===== config.mk =====
export PLATFORM = sky130hd
export DESIGN_NAME = tune_seq
export DESIGN_NICKNAME = d
export VERILOG_FILES = /design/src/rtl/tune_pkg.sv /design/src/rtl/tune_phase_ctr.sv /design/src/rtl/tune_fsm.sv /design/src/rtl/tune_oper_mux.sv /design/src/rtl/tune_seq.sv
export SDC_FILE = /design/constraint.sdc
export NUM_CORES = 1
export LEC_CHECK = 0
export BUFFER_PORTS_ARGS = -buffer_cell sky130_fd_sc_hd__clkbuf_2
export CAP_MARGIN = 5
export CORE_MARGIN = 2
export CORE_UTILIZATION = 42
export CTS_CLUSTER_SIZE = 8
export DETAILED_ROUTE_END_ITERATION = 8
export HOLD_SLACK_MARGIN = 0.12
export PLACE_DENSITY = 0.8
export SLEW_MARGIN = 10
export SYNTH_ARGS = -nofsm -noshare
export SYNTH_HDL_FRONTEND = slang
export SYNTH_HIERARCHICAL = 1
export SYNTH_SLANG_ARGS = --single-unit

===== constraint.sdc =====
create_clock -name clk -period 3.1 [get_ports clk]
set_clock_uncertainty 0.15 [all_clocks]
set_input_delay 0 -clock clk [delete_from_list [all_inputs] [get_ports clk]]
set_output_delay 0 -clock clk [all_outputs]
set_load 0.03 [all_outputs]

===== src/rtl/tune_pkg.sv =====
package tune_pkg;
  typedef enum logic [1:0] {
    ST_IDLE   = 2'd0,
    ST_SETTLE = 2'd1,
    ST_TRIAL  = 2'd2
  } tune_st_e;
endpackage


===== src/rtl/tune_phase_ctr.sv =====
module tune_phase_ctr #(
  parameter int PHASES = 4
) (
  input  logic clk,
  input  logic rst_n,
  input  logic run,
  output logic last
);
  localparam int PW = (PHASES > 1) ? $clog2(PHASES) : 1;
  localparam logic [PW-1:0] LAST_PH = PW'(PHASES - 1);

  logic [PW-1:0] phase_q;

  always_ff @(posedge clk or negedge rst_n) begin
    if (!rst_n) begin
      phase_q <= '0;
    end else if (!run) begin
      phase_q <= '0;
    end else if (phase_q == LAST_PH) begin
      phase_q <= '0;
    end else begin
      phase_q <= phase_q + 1'b1;
    end
  end

  assign last = run && (phase_q == LAST_PH);
endmodule


===== src/rtl/tune_fsm.sv =====
module tune_fsm
  import tune_pkg::*;
#(
  parameter int CODE_W  = 4,
  parameter int CODE_LO = 8,
  parameter int CODE_HI = 15
) (
  input  logic              clk,
  input  logic              rst_n,
  input  logic              start,
  input  logic              phase_last,
  input  logic              pass,
  output tune_st_e          state,
  output logic [CODE_W-1:0] cand,
  output logic [CODE_W-1:0] result,
  output logic              err,
  output logic              done
);
  localparam logic [CODE_W-1:0] LO = CODE_W'(CODE_LO);
  localparam logic [CODE_W-1:0] HI = CODE_W'(CODE_HI);

  function automatic logic [CODE_W-1:0] fallback(input logic [CODE_W-1:0] c);
    return (c == LO) ? LO : c - 1'b1;
  endfunction

  tune_st_e st_q;

  always_ff @(posedge clk or negedge rst_n) begin
    if (!rst_n) begin
      st_q   <= ST_IDLE;
      cand   <= LO;
      result <= LO;
      err    <= 1'b0;
      done   <= 1'b0;
    end else begin
      done <= 1'b0;
      unique case (st_q)
        ST_IDLE: begin
          if (start) begin
            st_q <= ST_SETTLE;
            cand <= LO;
            err  <= 1'b0;
          end
        end
        ST_SETTLE: begin
          if (phase_last) st_q <= ST_TRIAL;
        end
        ST_TRIAL: begin
          if (phase_last) begin
            if (pass && cand != HI) begin
              cand <= cand + 1'b1;
              st_q <= ST_SETTLE;
            end else begin
              st_q   <= ST_IDLE;
              done   <= 1'b1;
              result <= pass ? cand : fallback(cand);
              err    <= !pass && (cand == LO);
            end
          end
        end
        default: st_q <= ST_IDLE;
      endcase
    end
  end

  assign state = st_q;
endmodule


===== src/rtl/tune_oper_mux.sv =====
module tune_oper_mux #(
  parameter int DATA_W = 8,
  parameter int IR_W   = 12
) (
  input  logic              busy,
  input  logic              trial,
  input  logic [IR_W-1:0]   ir_fetch,
  input  logic [DATA_W-1:0] norm_opa,
  input  logic [DATA_W-1:0] norm_opb,
  output logic [IR_W-1:0]   ir_out,
  output logic [DATA_W-1:0] alu_opa,
  output logic [DATA_W-1:0] alu_opb
);
  localparam logic [IR_W-1:0] NOP_WORD = '0;

  function automatic logic [DATA_W-1:0] pat_a(input logic t);
    return t ? {DATA_W{1'b1}} : '0;
  endfunction

  function automatic logic [DATA_W-1:0] pat_b(input logic t);
    return t ? DATA_W'(1) : '0;
  endfunction

  for (genvar i = 0; i < DATA_W; i++) begin : g_opbit
    assign alu_opa[i] = busy ? pat_a(trial)[i] : norm_opa[i];
    assign alu_opb[i] = busy ? pat_b(trial)[i] : norm_opb[i];
  end

  assign ir_out = busy ? NOP_WORD : ir_fetch;
endmodule


===== src/rtl/tune_seq.sv =====
module tune_seq
  import tune_pkg::*;
#(
  parameter int DATA_W  = 8,
  parameter int IR_W    = 12,
  parameter int CODE_W  = 4,
  parameter int CODE_LO = 8,
  parameter int CODE_HI = 15,
  parameter int PHASES  = 4
) (
  input  logic              clk,
  input  logic              rst_n,
  input  logic              tune_start,
  output logic              tune_busy,
  output logic              tune_done,
  output logic              tune_err,
  output logic [CODE_W-1:0] osc_code,
  output logic              force_nop,
  output logic              pc_hold,
  output logic              opsel_test,
  input  logic [IR_W-1:0]   ir_fetch,
  output logic [IR_W-1:0]   ir_out,
  input  logic [DATA_W-1:0] norm_opa,
  input  logic [DATA_W-1:0] norm_opb,
  output logic [DATA_W-1:0] alu_opa,
  output logic [DATA_W-1:0] alu_opb,
  input  logic [DATA_W-1:0] alu_sum,
  input  logic              alu_cout
);
  function automatic logic sum_ok(input logic [DATA_W-1:0] s, input logic c);
    return (s == '0) && c;
  endfunction

  tune_st_e          state;
  logic [CODE_W-1:0] cand, result;
  logic              phase_last;
  logic              trial_step;
  logic              trial_eval;
  logic              trial_pass;

  assign tune_busy  = (state != ST_IDLE);
  assign trial_step = (state == ST_TRIAL);
  assign trial_eval = trial_step && phase_last;
  assign trial_pass = sum_ok(alu_sum, alu_cout);

  tune_phase_ctr #(.PHASES(PHASES)) u_phase (
    .clk   (clk),
    .rst_n (rst_n),
    .run   (tune_busy),
    .last  (phase_last)
  );

  tune_fsm #(.CODE_W(CODE_W), .CODE_LO(CODE_LO), .CODE_HI(CODE_HI)) u_fsm (
    .clk        (clk),
    .rst_n      (rst_n),
    .start      (tune_start),
    .phase_last (phase_last),
    .pass       (trial_pass),
    .state      (state),
    .cand       (cand),
    .result     (result),
    .err        (tune_err),
    .done       (tune_done)
  );

  tune_oper_mux #(.DATA_W(DATA_W), .IR_W(IR_W)) u_mux (
    .busy     (tune_busy),
    .trial    (trial_step),
    .ir_fetch (ir_fetch),
    .norm_opa (norm_opa),
    .norm_opb (norm_opb),
    .ir_out   (ir_out),
    .alu_opa  (alu_opa),
    .alu_opb  (alu_opb)
  );

  assign osc_code   = tune_busy ? cand : result;
  assign force_nop  = tune_busy;
  assign pc_hold    = tune_busy;
  assign opsel_test = tune_busy;
endmodule


==> summary.md, run 1 <==
| Metric | Value |
|---|---|
| Area growth from synthesis to final layout | 35.9% |
| Arrival time at the worst endpoint | 1.97 ns |
| Filler cell count in the final layout | 253 |
| Highest clock frequency the design can meet | between 400 and 500 MHz |
| Headroom to the max-slew limit | 64.0% |
| Final Hold Viols | 0 |
| # diodes | 0 |
| Cells after synthesis | 121 |
| Number of H-tree levels | 1 |
| Syn Nets | 164 |
| Seq/Total Area, Yosys | 30.3% |
| Max-capacitance violation count | 0 |
| Number of ports placed on the die boundary | 78 |
| Area of the die | 3210 um2 |
| Via count | roughly 1100 |
| Core ar. | 2690 um2 |
| Leakage power total | around 0.82 nW |
| Cell area after synthesis | 1170 um2 |
| Tightest Hold Check Type | in -> out |
| Fin cells | 227 |
| Final setup TNS | 0 ns |
| Die Y | 56.7 um |
| Final Total Pwr | 1.31 mW |
| RSZ-0062 raised after global routing | false |
| Routed via count divided by cell count | ~5 |
| Half-perimeter wire length after placement | 2210 um |
| CP max FO | 34 |
| Logic depth of the worst register-to-register path | 6 |
| Maximum number of pins on one net before global-route repair | 35 |
| Final Setup Violations | 0 |
| Initial antenna violation count | 0 |
| Routed length per placed instance | roughly 12 um |
| Capturing point of the worst reg2reg path | u_fsm/result[3] |
| Transition time at the pin with the least slew margin | 0.538 ns |
| Post-detailed-routing wire length | 2700 um |
| Setup WS pre-CTS | 1.04 ns |
| Flip-flop and latch area | 353 um2 |
| Initial Util | 43.4% |
| Final layout net count | 241 |
| Fin. max-slew vios | 0 |
| Port Buf Inserts | 77 |
| DRC violation count after routing | 0 |
| Largest area contributor in the synthesized netlist | dfrtp_1 |
| Cell Area, Placed | 1520 um2 |
| Deepest clock path buffer count | 2 |
| 1st-pass router iterations | 4 |
| Hold path startpoint | norm_opb[6] |
| Element type at the critical path start | flop |
| Required time of the critical path | approximately 3 ns |
| Global-route total usage across every layer | 17.6% |
| Cell at the root of the clock tree | clkbuf_4 |
| Maximum vdd drop | 494 uV |
| Cells resized by post-CTS repair | 0 |
| Warnings from Yosys | 6 |
| FF+latch count, synth | 14 |
| Final cycle utilization of the critical path | between 60% and 70% |
| Number of sinks handled by clock tree synthesis | 14 |
| Total power per unit cell area | 827 nW/um2 |
| Post-synthesis area per instance | 9.64 um2 |
| Critical path endpoint category | output port |
| Clock transition time at the flip-flop clock pins of the worst setup and hold paths | 0.08 ns |
| Multi-input logic area | between 700 and 800 um2 |
| Minimum setup slack among reg-to-reg paths | about 1.0 ns |
| Share of post-route cells with drive strength above 1 | 52.0% |
| Gr ovfl total | 0 |
| Number of global-route vias before repair | 1037 |
| Status | finished clean |
| First DRT Iteration DRCs | 35 |
| Final critical-path setup slack | 0.984 ns |
| Min Tclk post-route | 2.12 ns |
| Latest clock arrival within the worst-skew pair | approximately 0.27 ns |
| Final instance area | between 1500 and 2000 um2 |
| Startpoint of the lowest-slack register-to-register path | u_fsm/state[1] |
| Die width | ~57 um |
| Area share of the largest cell type after synthesis | about a quarter |
| Top cells by area in the synthesized netlist | dfrtp_1 26%, nor2b_1 11%, mux2_2 7.7% |
| Instance count after placement with tap cells included | 220 |
| RD Place Congestion | around 0.81 |
| Fraction of registers with async set or reset after synthesis | 100% |
| ANT nets after route | 0 |
| Worst hold path endpoint | alu_opb[6] |
| Row count | 19 |
| Number of enable flip-flop cells after synthesis | 0 |
| CTS tree | done |
| Hold path cells | 3 |
| Num CTS Buffers | 3 |
| Global-route wire length before repair | 4490 um |
| Main synth FF type | dfrtp_1 |
| Classification of the worst setup path | reg -> out |
| Distinct cell type count of the synthesized netlist | 38 |
-- state kept, by name, indices dropped and copies added (netlist names) --
signal,flops
u_fsm/cand,4
u_fsm/result,4
u_fsm/state,2
u_phase/phase_q,2
u_fsm/done,1
u_fsm/err,1
-- cell type report --
| cell class | count | area share, % |
|---|---|---|
| timing repair buffer | 82 | 27.3 |
| sequential | 14 | 22.3 |
| multi-input combinational | 91 | 45.1 |
| inverter | 6 | 1.42 |
| clock buffer | 3 | 1.42 |
| tap | 31 | 2.45 |
-- critical path, cell delays in order, from the launching register on --
cell and delay (ns):
dfrtp_1 0.61, nor2_4 0.12, inv_1 0.08, buf_4 0.31
mux2_2 0.38, clkbuf_2 0.18
-- layout by cell type (no fill, tap or decap), types with 2 or more instances in the layout --
cell,instances
inv_1,6
o21ai_0,3
and2b_1,2
nand2_1,3
nor2b_1,20
a21oi_1,9
nand3_1,2
nor3_1,4
dfstp_2,2
nor4_1,2
and2_1,2
ha_1,3
clkbuf_2,77
mux2_2,8
dlygate4sd3_1,4
clkbuf_4,3
o22ai_1,2
dfrtp_1,12
mux2_4,6
nor2_1,8
mux2i_1,2
-- stage by stage --
stage | hold WS [ns] | utilization, %
finish | 0.207 | 59.0
global route | 0.217 | 59.0
CTS | 0.208 | 59.0
detailed placement | -0.230 | 56.7
global placement | -0.228 | 56.7
floorplan | -0.446 | -
-- synthesized netlist by cell type, drive strengths merged, types with 3 or more instances --
cell type  count
a21oi          9
buf            8
dfrtp         12
ha             3
inv            6
mux2          14
nand2          3
nand3          3
nor2           9
nor2b         21
nor3           4
o21ai          3
-- per-layer routing --
metal	GRT usage, %	part of all wire, %
met1	20.9	40
met2	30.6	47
met3	4.61	11
met4	6.12	1.7
met5	0	0
-- what timing repair did --
action                    4_1_cts  5_1_grt
hold buffers                    4        0
hold endpoints to repair       17        0
setup buffers                   0        0
-- cells by family after synthesis --
| logic type | synth area share [%] |
|---|---|
| AND/OR/NAND/NOR | 28.5 |
| adder cells (fa/ha/maj) | 3.22 |
| AO/OA/AOI/OAI | 12.4 |
| multiplexers | 17.2 |
| flip-flops | 30.3 |
| buffers and inverters | 8.37 |
-- power breakdown --
group | switching [mW] | internal, mW
combinational | 0.581 | 0.333
sequential | 0.0715 | 0.230
clock | 0.0515 | 0.0449
total | 0.704 | 0.607
-- worst max path at each step --
stage | end | depth (start not counted) | from
floorplan | u_fsm/result[3] | 6 | u_fsm/state[1]
global placement | u_fsm/cand[2] | 7 | u_fsm/state[1]
detailed placement | u_fsm/result[3] | 6 | u_fsm/state[1]
CTS | alu_opa[7] | 5 | u_fsm/state[1]
global route | u_fsm/cand[2] | 7 | u_fsm/state[1]
finish | alu_opa[7] | 5 | u_fsm/state[1]
(Power assumes the default switching activity.)
==> inputs of run 2 (changes only) <==
Clock period 3.1 ns to 2 ns, I/O delays scaled along.
==> run 2 against run 1 <==
Compared with the run above: sequential power up 38%; cell count up 2.6%; combinational power up 68%; design area up 3.4%; count of clock-buffer cells in the layout unchanged; register-to-register slack worse by 0.87 ns.
==> summary.md, run 2 (synthesis results as in run 1) <==
| Metric | Value |
|---|---|
| Category of cells accounting for the largest share of critical-path delay | compound AO/OA/AOI/OAI gates |
| Setup WS pre-CTS | 0.174 ns (-0.861 ns) |
| Cell at the root of the clock tree | clkbuf_4 |
| Global-route total usage across every layer | 18.4% (+0.74 points) |
| Required time of the critical path | 2.05 ns (-0.90 ns) |
| Global-route wire length before repair | 4750 um (+5.9%) |
| Maximum number of pins on one net before global-route repair | 35 (unchanged) |
| Status | finished clean |
| Total buffers and inverters traversed by the critical path | 0 (-3) |
| # diodes | 0 (unchanged) |
| Post-detailed-routing wire length | 2980 um (+10%) |
| Element type at the critical path start | flop |
| Area growth from synthesis to final layout | 40.6% |
| Routed via count divided by cell count | 4.93 (-2.1%) |
| Max-capacitance violation count | 0 (unchanged) |
| Initial Util | 43.4% (unchanged) |
| CP max FO | 6 (-82%) |
| Tightest Hold Check Type | in -> reg |
| Post-CTS setup repair buffer count | 0 (unchanged) |
| Fin cells | 233 (+2.6%) |
| Initial antenna violation count | 0 (unchanged) |
| Critical path endpoint category | flop |
| Core ar. | 2690 um2 (unchanged) |
| Routed length per placed instance | 12.8 um (+7.6%) |
| Min Tclk post-route | around 1.9 ns |
| Maximum vdd drop | 936 uV (+89%) |
| DRC violation count after routing | 0 (unchanged) |
| RSZ-0062 raised after global routing | false |
| ANT nets after route | 0 (unchanged) |
| Port Buf Inserts | 77 (unchanged) |
| CTS tree | done |
| Final-layout worst hold slack | 0.174 ns (-0.0326 ns) |
| Gr ovfl total | 0 (unchanged) |
| Number of ports placed on the die boundary | 78 (unchanged) |
| Instance count after placement with tap cells included | 226 (+2.7%) |
| Classification of the worst setup path | reg -> reg |
| First DRT Iteration DRCs | 39 (+11%) |
| Leading registers by flop count | u_fsm/cand: 4 flops, u_fsm/result: 4 flops |
| Minimum setup slack among reg-to-reg paths | 0.14 ns (-0.87 ns) |
| Number of H-tree levels | 1 (unchanged) |
| Cell Area, Placed | 1570 um2 (+3.2%) |
| Final layout net count | 247 (+2.5%) |
| 1st-pass router iterations | 4 (unchanged) |
| Area of the die | 3210 um2 (unchanged) |
| Num CTS Buffers | 3 (unchanged) |
| Arrival time at the worst endpoint | 1.90 ns (-0.07 ns) |
| Leakage power total | 0.854 nW (+4.5%) |
| Total power per unit cell area | 1290 nW/um2 (+56%) |
| Die width | 56.7 um (unchanged) |
| Number of sinks handled by clock tree synthesis | 14 (unchanged) |
| Headroom to the max-slew limit | 62.9% (-1.1 points) |
| Highest clock frequency the design can meet | 539 MHz |
| Transition time at the pin with the least slew margin | 0.556 ns (+0.0181 ns) |
| Final instance area | 1640 um2 (+3.4%) |
| Fin. max-slew vios | 0 (unchanged) |
| Slowest library cell on the worst path | a2111oi_4 |
| Half-perimeter wire length after placement | 2430 um (+10%) |
| Series of cell instances along the critical path | ha_1 > and2_1 > mux2i_1 > a2111oi_4 > nand3_1 > a21oi_1 |
| Clock transition time at the flip-flop clock pins of the worst setup and hold paths | 0.08 ns (about the same) |
| Final Hold Viols | 0 (unchanged) |
| Final standard cell utilization of the core | 61.0% (+2.0 points) |
| Final critical-path setup slack | 0.144 ns (-0.840 ns) |
| Number of global-route vias before repair | 1117 (+7.7%) |
| Die Y | 56.7 um (unchanged) |
| Commonest non-fill, non-tap cells in the layout | 77 x clkbuf_2, 19 x nor2b_1, 12 x dfrtp_1, 9 x a21oi_1 |
| RD Place Congestion | 0.765 (-5.1%) |
| Latest clock arrival within the worst-skew pair | 0.27 ns (about the same) |
| Share of post-route cells with drive strength above 1 | 54.5% (+2.4 points) |
| Via count | 1149 (+0.52%) |
| Highest cell delay on the worst timing path | 0.44 ns (-0.17 ns) |
| Final cycle utilization of the critical path | 92.8% |
| Deepest clock path buffer count | 2 (unchanged) |
| Final Setup Violations | 0 (unchanged) |
| Row count | 19 (unchanged) |
| Most frequent standard cell in the layout excluding fill and tap cells | clkbuf_2 |
## run 2: final timing paths
kind	from	end	cells after the start
min in group asynchronous	rst_n	u_fsm/result[3]	3
max in group asynchronous	rst_n	u_fsm/err	4
hold reg to reg	u_phase/phase_q[0]	u_phase/phase_q[0]	1
setup reg to reg	u_phase/phase_q[0]	u_fsm/cand[2]	6
setup / recovery	u_phase/phase_q[0]	u_fsm/cand[2]	6
hold / removal	alu_cout	u_fsm/done	4
## run 2: per-layer routing
metal | up-vias | routed length [um] | GRT usage (%)
met4 | 0 | 44 | 5.44
met1 | 515 | 1100 | 18.7
met5 | - | 0 | 0
met3 | 6 | 257 | 3.69
li1 | 580 | - | -
met2 | 48 | 1580 | 36.7
## run 2: layout make-up
class / count / area, um2
Inverter: 6 / 26.3
Timing Repair Buffer: 88 / 480
Multi-Input combinational cell: 91 / 718
Tap cell: 31 / 38.8
Sequential cell: 14 / 353
Fill cell: 251 / 1050
Clock buffer: 3 / 22.5
## run 2: timing repair
| action | in CTS | in global routing |
|---|---|---|
| endpoints found under the setup margin | 0 | 21 |
| hold buffers | 4 | 0 |
| gates resized for setup | 0 | 2 |
| hold endpoints to repair | 17 | 0 |
## run 2: power breakdown
part           leakage, nW  internal, mW  switching [mW]  total [mW]
clock network       0.0138        0.0696          0.0865       0.156
registers            0.167         0.356          0.0571       0.414
logic                0.673         0.558           0.983        1.54
## run 2: stage by stage
stage	total power [mW]	TNS, ns
floorplan	1.65	-0.00688
global route	2.24	0
detailed placement	1.97	0
finish	2.11	0
global placement	1.95	0
CTS	2.13	0
## run 2: worst reg2reg max path, stage by stage, from the launching register on
cell	delay, ns
dfrtp_1	0.40
ha_1	0.16
and2_1	0.19
mux2i_1	0.16
a2111oi_4	0.44
nand3_1	0.13
a21oi_1	0.16
